### src/rtl/irq_flag_pkg.sv
package irq_flag_pkg;

  localparam int unsigned CH_MAX     = 16;
  localparam int unsigned IDX_W      = 4;
  localparam logic [7:0]  CMD_WORD   = 8'h1C;
  localparam int unsigned CMD_LANE   = 3;
  localparam logic [7:0]  FLAG_WORD  = 8'h24;

  typedef struct packed {
    logic             fire;
    logic             all;
    logic [IDX_W-1:0] idx;
  } clr_cmd_t;

  // Bit 7 suppresses the command, bit 6 clears everything, bits 3..0 pick a channel.
  function automatic clr_cmd_t decode_cmd(input logic [7:0] b);
    clr_cmd_t c;
    c.fire = ~b[7];
    c.all  = b[6];
    c.idx  = b[IDX_W-1:0];
    return c;
  endfunction

  // Mask of flags that a decoded command removes.
  function automatic logic [CH_MAX-1:0] clear_mask(input clr_cmd_t c);
    logic [CH_MAX-1:0] m;
    m = '0;
    if (c.fire) begin
      if (c.all) m = '1;
      else       m[c.idx] = 1'b1;
    end
    return m;
  endfunction

endpackage

### src/rtl/irq_clr_decode.sv
module irq_clr_decode
  import irq_flag_pkg::*;
#(
  parameter int unsigned NCH = 16
) (
  input  logic           wr_hit,
  input  logic [7:0]     cmd_byte,
  output logic           cmd_fire,
  output logic           clr_all_ev,
  output logic           clr_one_ev,
  output logic [NCH-1:0] clr_vec
);
  clr_cmd_t          c;
  logic [CH_MAX-1:0] m;

  always_comb begin
    c          = decode_cmd(cmd_byte);
    m          = wr_hit ? clear_mask(c) : '0;
    cmd_fire   = wr_hit & c.fire;
    clr_all_ev = cmd_fire & c.all;
    clr_one_ev = cmd_fire & ~c.all;
    clr_vec    = m[NCH-1:0];
  end
endmodule

### src/rtl/irq_flag_reg.sv
module irq_flag_reg #(
  parameter int unsigned NCH = 16
) (
  input  logic           clk,
  input  logic           rst_n,
  input  logic [NCH-1:0] set_vec,
  input  logic [NCH-1:0] clr_vec,
  input  logic [NCH-1:0] wr_mask,
  input  logic [NCH-1:0] wr_val,
  output logic [NCH-1:0] flags
);
  logic [NCH-1:0] nxt;

  always_comb begin
    nxt = (flags & ~wr_mask) | (wr_val & wr_mask);
    nxt = nxt & ~clr_vec;
    nxt = nxt | set_vec;
  end

  always_ff @(posedge clk or negedge rst_n) begin
    if (!rst_n) flags <= '0;
    else        flags <= nxt;
  end
endmodule

### src/rtl/irq_read_mux.sv
module irq_read_mux
  import irq_flag_pkg::*;
#(
  parameter int unsigned NCH = 16
) (
  input  logic [7:0]     addr,
  input  logic [NCH-1:0] flags,
  output logic [31:0]    rdata
);
  always_comb begin
    rdata = '0;
    if (addr == FLAG_WORD) rdata[NCH-1:0] = flags;
  end
endmodule

### src/rtl/irq_flag_bank.sv
module irq_flag_bank
  import irq_flag_pkg::*;
#(
  parameter int unsigned NCH = 16
) (
  input  logic           clk,
  input  logic           rst_n,
  input  logic [NCH-1:0] done_i,
  input  logic [NCH-1:0] ie_i,
  input  logic           bus_wr,
  input  logic [7:0]     bus_addr,
  input  logic [3:0]     bus_be,
  input  logic [31:0]    bus_wdata,
  output logic [31:0]    bus_rdata,
  output logic [NCH-1:0] irq_o
);
  localparam int unsigned LANES = (NCH + 7) / 8;

  logic           cmd_hit;
  logic           cmd_fire;
  logic           clr_all_ev;
  logic           clr_one_ev;
  logic           pend_wr_ev;
  logic [NCH-1:0] clr_vec;
  logic [NCH-1:0] set_vec;
  logic [NCH-1:0] wr_mask;
  logic [NCH-1:0] flags;

  assign cmd_hit    = bus_wr && (bus_addr == CMD_WORD) && bus_be[CMD_LANE];
  assign pend_wr_ev = bus_wr && (bus_addr == FLAG_WORD) && |bus_be[LANES-1:0];
  assign set_vec    = done_i & ie_i;

  genvar gi;
  generate
    for (gi = 0; gi < NCH; gi++) begin : g_lane
      assign wr_mask[gi] = pend_wr_ev & bus_be[gi/8];
    end
  endgenerate

  irq_clr_decode #(.NCH(NCH)) u_dec (
    .wr_hit     (cmd_hit),
    .cmd_byte   (bus_wdata[8*CMD_LANE +: 8]),
    .cmd_fire   (cmd_fire),
    .clr_all_ev (clr_all_ev),
    .clr_one_ev (clr_one_ev),
    .clr_vec    (clr_vec)
  );

  irq_flag_reg #(.NCH(NCH)) u_reg (
    .clk     (clk),
    .rst_n   (rst_n),
    .set_vec (set_vec),
    .clr_vec (clr_vec),
    .wr_mask (wr_mask),
    .wr_val  (bus_wdata[NCH-1:0]),
    .flags   (flags)
  );

  irq_read_mux #(.NCH(NCH)) u_rd (
    .addr  (bus_addr),
    .flags (flags),
    .rdata (bus_rdata)
  );

  assign irq_o = flags;
endmodule

### config.mk
export PLATFORM = sky130hd
export DESIGN_NAME = irq_flag_bank
export DESIGN_NICKNAME = d
export VERILOG_FILES = /design/src/rtl/irq_flag_pkg.sv /design/src/rtl/irq_clr_decode.sv /design/src/rtl/irq_flag_reg.sv /design/src/rtl/irq_read_mux.sv /design/src/rtl/irq_flag_bank.sv
export SDC_FILE = /design/constraint.sdc
export NUM_CORES = 1
export LEC_CHECK = 0
export CAP_MARGIN = 20
export CORE_ASPECT_RATIO = 0.5
export CORE_MARGIN = 8
export CORE_UTILIZATION = 60
export CTS_CLUSTER_SIZE = 14
export DETAILED_ROUTE_END_ITERATION = 6
export DONT_BUFFER_PORTS = 1
export GPL_TIMING_DRIVEN = 0
export HOLD_SLACK_MARGIN = 0.03
export PLACE_DENSITY = 0.76
export REMOVE_ABC_BUFFERS = 1
export SLEW_MARGIN = 20
export SYNTH_ARGS = -nofsm -noshare
export SYNTH_HDL_FRONTEND = slang
export SYNTH_SLANG_ARGS = --single-unit
### constraint.sdc
create_clock -name clk -period 1.5 [get_ports clk]
set_clock_uncertainty 0.15 [all_clocks]
set_input_delay 0.075 -clock clk [delete_from_list [all_inputs] [get_ports clk]]
set_output_delay 0.075 -clock clk [all_outputs]
set_load 0.05 [all_outputs]
## Word-level counts from Yosys, hierarchy flattened

Index checks and enable logic that the tools add are counted.

| storage, ports and cells | value |
|---|---|
| ROM bits | 0 |
| output and inout port bits | 48 |
| bits of input ports | 79 |
| bits in latches | 0 |
| memories kept | 0 |
| word-level logic and storage cells | 27 |
| register bits after elaboration | 16 |
| memory bits (writable) | 0 |

| operators by class | value |
|---|---|
| shifts and indexed selects | 0 |
| bitwise logic cells | 10 |
| reduce and logical (&&, ||, !) cells | 6 |
| equality and inequality tests | 2 |
| add/sub/neg operators | 0 |
| div/mod/pow operators | 0 |
| muxes and demuxes | 6 |
| multipliers | 0 |
| order comparisons | 2 |

Operators by type and width:

| operator | number |
|---|---|
| 16-bit bitwise AND | 4 |
| 16-bit two-way mux | 4 |
| 16-bit NOT | 2 |
| 16-bit OR | 2 |
| 8-bit by 5-bit equality test with 1-bit output, second input constant | 1 |
| 8-bit by 6-bit equality test with 1-bit output, second input constant | 1 |
| 1-bit logical AND | 5 |
| 4-bit by 5-bit less-than comparator with 1-bit output, second input constant | 1 |
| 1-bit demux with 4-bit select | 1 |
| 4-bit by 1-bit >= comparator with 1-bit output, second input constant | 1 |
| 1-bit bitwise AND | 2 |
| 2-bit OR reduction | 1 |
| 1-bit two-way mux | 1 |

## Logic depth before layout (Yosys ltp)

Gate-level depths: netlist (run 1).

| depth | value |
|---|---|
| depth after elaboration | 10 |
| mapped depth | 5 |

## Hierarchy

From an unflattened synthesis (run 1), not the netlist that was laid out.

| second synthesis, totals | value |
|---|---|
| cells, all modules | 172 |
| area, all modules | 1,545.2 µm² |

Modules (own cells, without submodules):

| module | cells each | times used | seq. area each (µm²) | area each (µm²) |
|---|---|---|---|---|
| irq_flag_reg | 48 | 1 | 400.4 | 680.7 |
| irq_read_mux | 55 | 1 | 0.0 | 384.1 |
| irq_clr_decode | 44 | 1 | 0.0 | 291.5 |
| irq_flag_bank | 25 | 1 | 0.0 | 188.9 |

## Least setup slack after synthesis (run 1)

OpenSTA, ideal clock, no wires.

| path | value |
|---|---|
| path kind | input to output |
| start | in bus_addr[6] |
| end | out bus_rdata[0] |
| stages | 4 |
| data arrival time | 1.421 ns |
| slack | -0.146 ns |
| buffers on the path | 1 |
| cells stage by stage | or4b_4 > nor4_4 > buf_6 > and2_1 |

| on the way | value |
|---|---|
| longest elaborated chain between the ends | 2 |

RTL lines:

| what | RTL line | source |
|---|---|---|
| from (decl) | irq_flag_bank.sv:11 | `input logic [7:0] bus_addr,` |
| 8-bit by 6-bit equality test with 1-bit output | irq_read_mux.sv:12 | `if (addr == FLAG_WORD) rdata[NCH-1:0] = flags;` |
| 16-bit two-way mux | irq_read_mux.sv:12 |  |
| to (decl) | irq_flag_bank.sv:14 | `output logic [31:0] bus_rdata,` |

Every way passes these cells.

## Worst setup path in the final report (run 1)

| path | value |
|---|---|
| start | in bus_wr |
| end | reg u_reg.flags[12] |

| on the way | value |
|---|---|
| longest elaborated chain between the ends | 8 |

RTL lines:

| what | RTL line | source |
|---|---|---|
| from (decl) | irq_flag_bank.sv:10 | `input logic bus_wr,` |
| 1-bit logical AND (2 in series) | irq_flag_bank.sv:30 | `assign pend_wr_ev = bus_wr && (bus_addr == FLAG_WORD) && \|bus_be[LANES-1:0];` |
| 1-bit bitwise AND | irq_flag_bank.sv:36 | `assign wr_mask[gi] = pend_wr_ev & bus_be[gi/8];` |
| 16-bit NOT | irq_flag_reg.sv:15 | `nxt = (flags & ~wr_mask) \| (wr_val & wr_mask);` |
| 16-bit bitwise AND | irq_flag_reg.sv:15 |  |
| 16-bit OR | irq_flag_reg.sv:15 |  |
| 16-bit bitwise AND * | irq_flag_reg.sv:16 | `nxt = nxt & ~clr_vec;` |
| 16-bit OR * | irq_flag_reg.sv:17 | `nxt = nxt \| set_vec;` |
| named net u_reg.nxt[12] | irq_flag_reg.sv:12 | `logic [NCH-1:0] nxt;` |
| to (signal assigned) | irq_flag_reg.sv:22 | `else flags <= nxt;` |
| to (decl) | irq_flag_reg.sv:10 | `output logic [NCH-1:0] flags` |

Mark *: on every way through the listed nets, which the timed path passes. The rest lies on a longest branch.

==> key figures, run 1 <==
Outcome
  • Run status: complete, but fails checks
  • Failing checks: setup timing

Layout
  • Share of the core filled with cells: between 80% and 90%
  • Final antenna diode count: 0
  • Most flops, register: u_reg.flags
  • Syn-to-layout area delta: 34.7%
  • Number of flip-flops under the largest register name: 16
  • Fin nets: a little over 300
  • Final Instance Count excl. Fillers: between 200 and 300
  • Fraction of final layout cells with drive strength greater than 1: 17.6%
  • Area of all placed cells without fillers: 0.00222 mm^2
  • Leading registers by flop count: u_reg.flags: 16 flops
  • Filler cell count in the final layout: 150

Synthesis
  • Synth area leaders: sky130_fd_sc_hd__dfrtp_1 24%, sky130_fd_sc_hd__and4_1 9.0%, sky130_fd_sc_hd__buf_4 7.7%
  • Yosys top cell area share: around 24%
  • Number of warning messages in the yosys log: 0
  • Synthesized area divided by synthesized cell count: a little under 9 um^2
  • Sequential share of the synthesized area: around a quarter
  • Fraction of synthesis flops using an asynchronous set or reset pin: 100%
  • Main synth FF type: sky130_fd_sc_hd__dfrtp_1
  • Distinct cells, synth: 27
  • Number of enable-type register cells in the synthesized netlist: 0
  • Seq cells post-synth: 16
  • Count of mapped cells out of synthesis: about 190
  • Yosys top cell by area: sky130_fd_sc_hd__dfrtp_1
  • Post-Syn Area: about 0.0017 mm^2
  • Top post-synthesis cells by count: 17 x sky130_fd_sc_hd__a21oi_1, 17 x sky130_fd_sc_hd__and4_1, 17 x sky130_fd_sc_hd__buf_4

Die
  • Initial Util: between 60% and 70%
  • Vertical extent of the die: approximately 53 um
  • Cell row count: 13
  • Die span in x: 90.2 um
  • Standard cell core area: between 0.002 and 0.003 mm^2
  • Area of the die: between 0.004 and 0.005 mm^2
  • Total I/O pin count: approximately 130

Worst setup path
  • Worst Path Class, Setup: primary input to register
  • Endpoint class of the critical path: register
  • Worst reg2reg path endpoint: u_reg.flags[11]$_DFF_PN0_
  • Arrival time at the worst endpoint: ~1600 ps
  • FF-to-FF Start: u_reg.flags[11]$_DFF_PN0_
  • Startpoint kind of the worst setup timing path: primary input
  • Critical path data required time: roughly 1500 ps
  • Depth of the worst register-to-register path: 3
  • Max Fanout on Critical Path: 11
  • Register-to-register path setup slack: about 100 ps

STA
  • Number of hold violations in the final report: 0
  • Unrepaired setup endpoints after global routing: yes
  • Transition time of the tightest slew-check pin: 810 ps
  • Worst max-slew margin expressed relative to the limit: around 46%
  • Final critical delay including setup and external delays: around 1500 ps
  • Max frequency: roughly 650 MHz
  • Tcrit/Tclk final: 102%
  • Setup violations, final: 18
  • Slew Viols, Final: 0
  • Post-route setup slack: -32.1 ps

Global route
  • Initial antenna violation count: 0
  • Total overflow reported by the global router: 0
  • Global-route wire length before repair: between 9000 and 10,000 um
  • Via count of the first global-routing pass: between 1,500 and 2,000
  • Maximum number of pins on one net before global-route repair: 20
  • Global routing usage summed across all routing layers: between 20% and 30%

Drt
  • Count of TritonRoute iterations in the first routing pass: 4
  • Wire length after detailed routing: around 6300 um
  • # DRC: 0
  • Number of vias after detailed routing: 1,843
  • Detailed Route Iter0 Violations: 148
  • Routed wire length per instance: 23.8 um
  • Residual antenna-violating net count after detailed routing: 0
  • Vias per std cell: roughly 7

Placed design
  • Worst setup slack before clock tree synthesis: -624 ps
  • Cell count after placement: roughly 210
  • Dpl hpwl: roughly 3800 um
  • Area after DPL: 0.00159 mm^2
  • IO buf count: 0
  • GPL Wtd Cong: slightly above 0.7

Hold path
  • Start point of the worst hold path: bus_wdata[15]
  • Class of the tightest hold or removal check: primary input to register
  • Cell depth of the worst min-delay path: 3
  • Hold Crit Endpoint: u_reg.flags[15]$_DFF_PN0_

Pwr
  • Leakage power total: between 0.0008 and 0.0009 uW
  • Total power density per cell area: approximately 540 mW/mm^2
  • Worst supply voltage drop on vdd: ~0.37 mV

Clock tree
  • Total clock buffers created by CTS: 3
  • Clock-pin slew on the worst setup and hold paths: roughly 80 ps
  • Clk root buf: sky130_fd_sc_hd__clkbuf_8
  • Longest Clk Path Bufs: 2
  • H-tree depth: 1
  • TritonCTS clock tree: yes
  • Clock insertion delay at the later pin of the skew report: about 250 ps
  • CTS sink cnt: 16

Job
  • Number of violations of the max-capacitance limit: 0
## report_power, final
| group | switching [uW] | internal (uW) | total, uW |
|---|---|---|---|
| Combinational | 198 | 146 | 344 |
| Clock | 175 | 234 | 409 |
| Sequential | 6.70 | 432 | 439 |
| Total | 380 | 812 | 1190 |
## cell families after synthesis
kind of cell | Yosys count | synth area share, %
AOI/OAI and AO/OA | 81 | 35.2
buffers and inverters | 37 | 13.1
other | 1 | 0.227
and+or+nand+nor | 56 | 27.3
DFF | 16 | 24.2
## metal layers
metal,GRT usage [%],vias up,share of wire (%)
met3,10.8,14,13
met4,7.36,0,1.6
met1,26.3,880,37
met5,0,-,0
met2,41.0,141,48
li1,-,808,-
## through the flow
step	hold WS [ps]	power [uW]	setup TNS, ps
after floorplan	-371	622	-15990
after global placement	-370	636	-33200
after detailed placement	-370	648	-17490
after CTS	11.8	1160	-1810
after global routing	35.1	1230	-1190
final	22.6	1190	-228
## placed cells by master, fill, tap and decap left out, types with 2 or more instances in the layout
master / instances
sky130_fd_sc_hd__a311oi_2: 3
sky130_fd_sc_hd__a311oi_1: 3
sky130_fd_sc_hd__buf_4: 2
sky130_fd_sc_hd__clkbuf_8: 4
sky130_fd_sc_hd__a211oi_2: 5
sky130_fd_sc_hd__buf_6: 3
sky130_fd_sc_hd__and4_1: 16
sky130_fd_sc_hd__and4bb_1: 2
sky130_fd_sc_hd__conb_1: 16
sky130_fd_sc_hd__dlygate4sd3_1: 42
sky130_fd_sc_hd__nor4bb_1: 5
sky130_fd_sc_hd__a41o_1: 6
sky130_fd_sc_hd__a21oi_1: 17
sky130_fd_sc_hd__a21o_1: 16
sky130_fd_sc_hd__dlymetal6s4s_1: 2
sky130_fd_sc_hd__nand2_1: 6
sky130_fd_sc_hd__nor4b_1: 4
sky130_fd_sc_hd__and2_4: 16
sky130_fd_sc_hd__a211oi_1: 5
sky130_fd_sc_hd__inv_1: 4
sky130_fd_sc_hd__a31oi_1: 16
sky130_fd_sc_hd__a2bb2oi_1: 8
sky130_fd_sc_hd__dfrtp_1: 16
## worst max-delay path by stage
stage | slack (ps) | from | depth (start not counted) | end
2_1_floorplan | -860 | bus_addr[6] | 3 | u_reg.flags[14]$_DFF_PN0_
3_3_place_gp | -1620 | bus_addr[6] | 3 | u_reg.flags[14]$_DFF_PN0_
3_5_place_dp | -620 | bus_addr[7] | 4 | u_reg.flags[12]$_DFF_PN0_
4_1_cts | -130 | bus_addr[6] | 4 | bus_rdata[15]
5_1_grt | -90 | bus_wr | 4 | u_reg.flags[13]$_DFF_PN0_
6_report | -30 | bus_wr | 4 | u_reg.flags[12]$_DFF_PN0_
## layout make-up
class                      count  area [um^2]  area share (%)
multi-input combinational    153         1200            53.9
timing repair buffer          50          509            22.9
sequential                    16          400            18.0
clock buffer                   4         55.1            2.47
tap                           37         46.3            2.08
inverter                       4         15.0           0.675
## critical path, stage by stage
cell and delay, ps:
sky130_fd_sc_hd__nor2b_4 250, sky130_fd_sc_hd__dlygate4sd3_1 800, sky130_fd_sc_hd__a31oi_1 140, sky130_fd_sc_hd__a311oi_1 270
## repair_timing
action | 4_1_cts | 5_1_grt
endpoints found under the hold margin | 32 | 7
setup buffers | 4 | 0
pin swaps | 2 | 4
setup endpoints to repair | 32 | 32
hold buffers | 40 | 5
gates resized for setup | 33 | 14
Power figures use the tool's default switching activity.
==> run 2, diff against run 1 <==
Settings changed: CORE_ASPECT_RATIO 0.5 to unset, PLACE_DENSITY 0.76 to unset, PLACE_DENSITY_LB_ADDON set to 0.08, SYNTH_HIERARCHICAL set to 1.
Clock period 1.5 ns to 1.6 ns, I/O delays scaled along.
==> key figures, run 2 <==
Outcome
  • Run status: complete, but fails checks (unchanged)
  • Failing checks: setup timing (unchanged)

Pwr
  • Design internal power: 633 uW (was 812 uW)
  • Relative contribution of sequential cells to total power: 43.0% (was 36.8%)
  • Sw Pwr: 325 uW (was 380 uW)
  • Share of power burned in combinational logic: 33.7% (was 28.9%)
  • Worst supply voltage drop on vdd: 0.477 mV (was 0.367 mV)
  • Leakage power total: 0.000939 uW (was 0.000885 uW)
  • Part of the total power dissipated in the clock network: 23.3% (was 34.3%)
  • Total power density per cell area: 427 mW/mm^2 (was 536 mW/mm^2)
  • Fraction of power spent switching nets: 33.9% (was 31.9%)

Worst setup path
  • Crit path cell chain: inv_2, nor3_4 (was nor2b_4, dlygate4sd3_1, a31oi_1, a311oi_1)
  • Worst path bufs/invs: 1 (unchanged)
  • Register-to-register path setup slack: 470 ps (was 100 ps)
  • Worst Path Class, Setup: register to output pin (was primary input to register)
  • Arrival time at the worst endpoint: 1420 ps (was 1550 ps)
  • Endpoint class of the critical path: output pin (was register)
  • Critical path data required time: 1370 ps (was 1520 ps)
  • Max Fanout on Critical Path: 3 (was 11)
  • Startpoint kind of the worst setup timing path: register (was primary input)
  • Top Family by Delay on Critical Path: flip-flops (was buffers and inverters)
  • Cell at the slowest stage of the critical path: sky130_fd_sc_hd__dfrtp_2 (was sky130_fd_sc_hd__dlygate4sd3_1)
  • Worst setup path start: u_reg/flags[5]$_DFF_PN0_ (was bus_wr)
  • Max stage delay on crit path: 560 ps (was 800 ps)
  • FF-to-FF Start: u_reg/flags[3]$_DFF_PN0_ (was u_reg.flags[11]$_DFF_PN0_)

Drt
  • Vias per std cell: 5.98 (was 6.98)
  • Count of TritonRoute iterations in the first routing pass: 4 (unchanged)
  • Wire length after detailed routing: 5600 um (was 6270 um)
  • Routed wire length per instance: 22.6 um (was 23.8 um)
  • Detailed Route Iter0 Violations: 67 (was 148)
  • Number of vias after detailed routing: 1,484 (was 1,843)
  • Residual antenna-violating net count after detailed routing: 0 (unchanged)
  • # DRC: 0 (unchanged)

Die
  • Standard cell core area: 0.00245 mm^2 (was 0.00260 mm^2)
  • Total I/O pin count: 127 (unchanged)
  • Vertical extent of the die: 66.6 um (was 53.1 um)
  • Cell row count: 18 (was 13)
  • Area of the die: 0.00443 mm^2 (was 0.00479 mm^2)
  • Initial Util: 62.5% (was 63.5%)
  • Die span in x: 66.6 um (was 90.2 um)

STA
  • Final critical delay including setup and external delays: 1650 ps
  • Unrepaired setup endpoints after global routing: yes (unchanged)
  • Worst max-slew margin expressed relative to the limit: 47.2% (was 45.8%)
  • Max frequency: 607 MHz
  • Tcrit/Tclk final: 103%
  • Setup violations, final: 11 (was 18)
  • Setup_tns: -147 ps (was -228 ps)
  • Post-route setup slack: -48.0 ps (was -32.1 ps)
  • Transition time of the tightest slew-check pin: 786 ps (was 810 ps)
  • Slew Viols, Final: 0 (unchanged)
  • Number of hold violations in the final report: 0 (unchanged)

Clock tree
  • Clk root buf: sky130_fd_sc_hd__clkbuf_4 (was sky130_fd_sc_hd__clkbuf_8)
  • Longest Clk Path Bufs: 2 (unchanged)
  • Clock-pin slew on the worst setup and hold paths: 100 ps (was 80 ps)
  • CTS sink cnt: 16 (unchanged)
  • TritonCTS clock tree: yes (unchanged)
  • Clock insertion delay at the later pin of the skew report: 290 ps (was 250 ps)
  • H-tree depth: 1 (unchanged)
  • Total clock buffers created by CTS: 3 (unchanged)

Layout
  • Final Instance Count excl. Fillers: 248 (was 264)
  • Number of flip-flops under the largest register name: 16 (unchanged)
  • Most flops, register: u_reg/flags (was u_reg.flags)
  • Leading registers by flop count: u_reg/flags: 16 flops (was u_reg.flags: 16 flops)
  • Fraction of final layout cells with drive strength greater than 1: 28.1% (was 17.6%)
  • Fin nets: 298 (was 307)
  • Syn-to-layout area delta: 46.3% (was 34.7%)
  • Share of the core filled with cells: 91.4% (was 85.5%)
  • Most common cell after layout, fill and taps aside: sky130_fd_sc_hd__dlygate4sd3_1 (unchanged)

Global route
  • Total overflow reported by the global router: 0 (unchanged)
  • Via count of the first global-routing pass: 1,683 (was 1,878)
  • Initial antenna violation count: 0 (unchanged)
  • Maximum number of pins on one net before global-route repair: 17 (was 20)
  • Global routing usage summed across all routing layers: 24.8% (was 23.7%)
  • Global-route wire length before repair: 8460 um (was 9250 um)

Placed design
  • GPL Wtd Cong: 0.754 (was 0.718)
  • Dpl hpwl: 3050 um (was 3770 um)
  • IO buf count: 0 (unchanged)
  • Cell count after placement: 187 (was 212)

Synthesis
  • Number of warning messages in the yosys log: 6 (was 0)
  • Count of mapped cells out of synthesis: 169 (was 191)
  • Synthesized area divided by synthesized cell count: 9.08 um^2 (was 8.65 um^2)
  • Post-Syn Area: 0.00153 mm^2 (was 0.00165 mm^2)

Hold path
  • Start point of the worst hold path: bus_wdata[24] (was bus_wdata[15])
  • Class of the tightest hold or removal check: primary input to register (unchanged)

Job
  • Number of violations of the max-capacitance limit: 0 (unchanged)
==> run 2: power by group through the flow <==
stage	Sequential (uW)	Combinational, uW	Clock (uW)
floorplan	419	147	0
global placement	420	153	0
detailed placement	420	158	0
CTS	412	306	222
global route	412	341	240
finish	412	323	224
==> run 2: repair_timing <==
item / 4_1_cts / 5_1_grt
setup buffers: 4 / 0
pin swaps: 18 / 5
endpoints found under the hold margin: 32 / 0
cloned: 0 / 0
gates resized for setup: 52 / 4
endpoints found under the setup margin: 24 / 21
hold buffers: 53 / 0
==> run 2: final timing paths <==
check / depth (start not counted) / end
worst min-delay path: 3 / u_reg/flags[1]$_DFF_PN0_
min in group asynchronous: 1 / u_reg/flags[6]$_DFF_PN0_
worst max register to register: 2 / u_reg/flags[3]$_DFF_PN0_
worst min register to register: 2 / u_reg/flags[14]$_DFF_PN0_
worst max-delay path: 2 / bus_rdata[5]
max in group asynchronous: 1 / u_reg/flags[12]$_DFF_PN0_
==> run 2: tightest hold or removal path, cell delays in order <==
cell	delay, ps
sky130_fd_sc_hd__or4b_1	150
sky130_fd_sc_hd__a21oi_1	80
sky130_fd_sc_hd__o21bai_1	150
==> run 2: final cells by class <==
type / instances / area [um^2]
Sequential cell: 16 / 420
Fill cell: 94 / 210
Clock buffer: 3 / 22.5
Antenna cell: 1 / 2.50
Multi-Input combinational cell: 124 / 1080
Timing Repair Buffer: 57 / 621
Tap cell: 30 / 37.5
Inverter: 17 / 63.8
==> run 2: metrics by stage <==
step,hold slack [ps],setup slack (ps),power (uW),cell area [um^2]
2_1_floorplan,-366,-726,566,1390
3_3_place_gp,-365,-905,573,1430
3_5_place_dp,-365,-545,578,1470
4_1_cts,34.8,-54.5,941,2230
5_1_grt,63.6,-75.8,993,2240
6_report,49.5,-48.0,958,2240
==> run 2: per-layer routing <==
layer | up-vias | part of all wire [%] | GRT usage (%)
li1 | 661 | - | -
met1 | 702 | 33 | 24.7
met2 | 103 | 52 | 44.1
met3 | 18 | 12 | 8.22
met4 | 0 | 3.3 | 13.9
met5 | - | 0 | 0
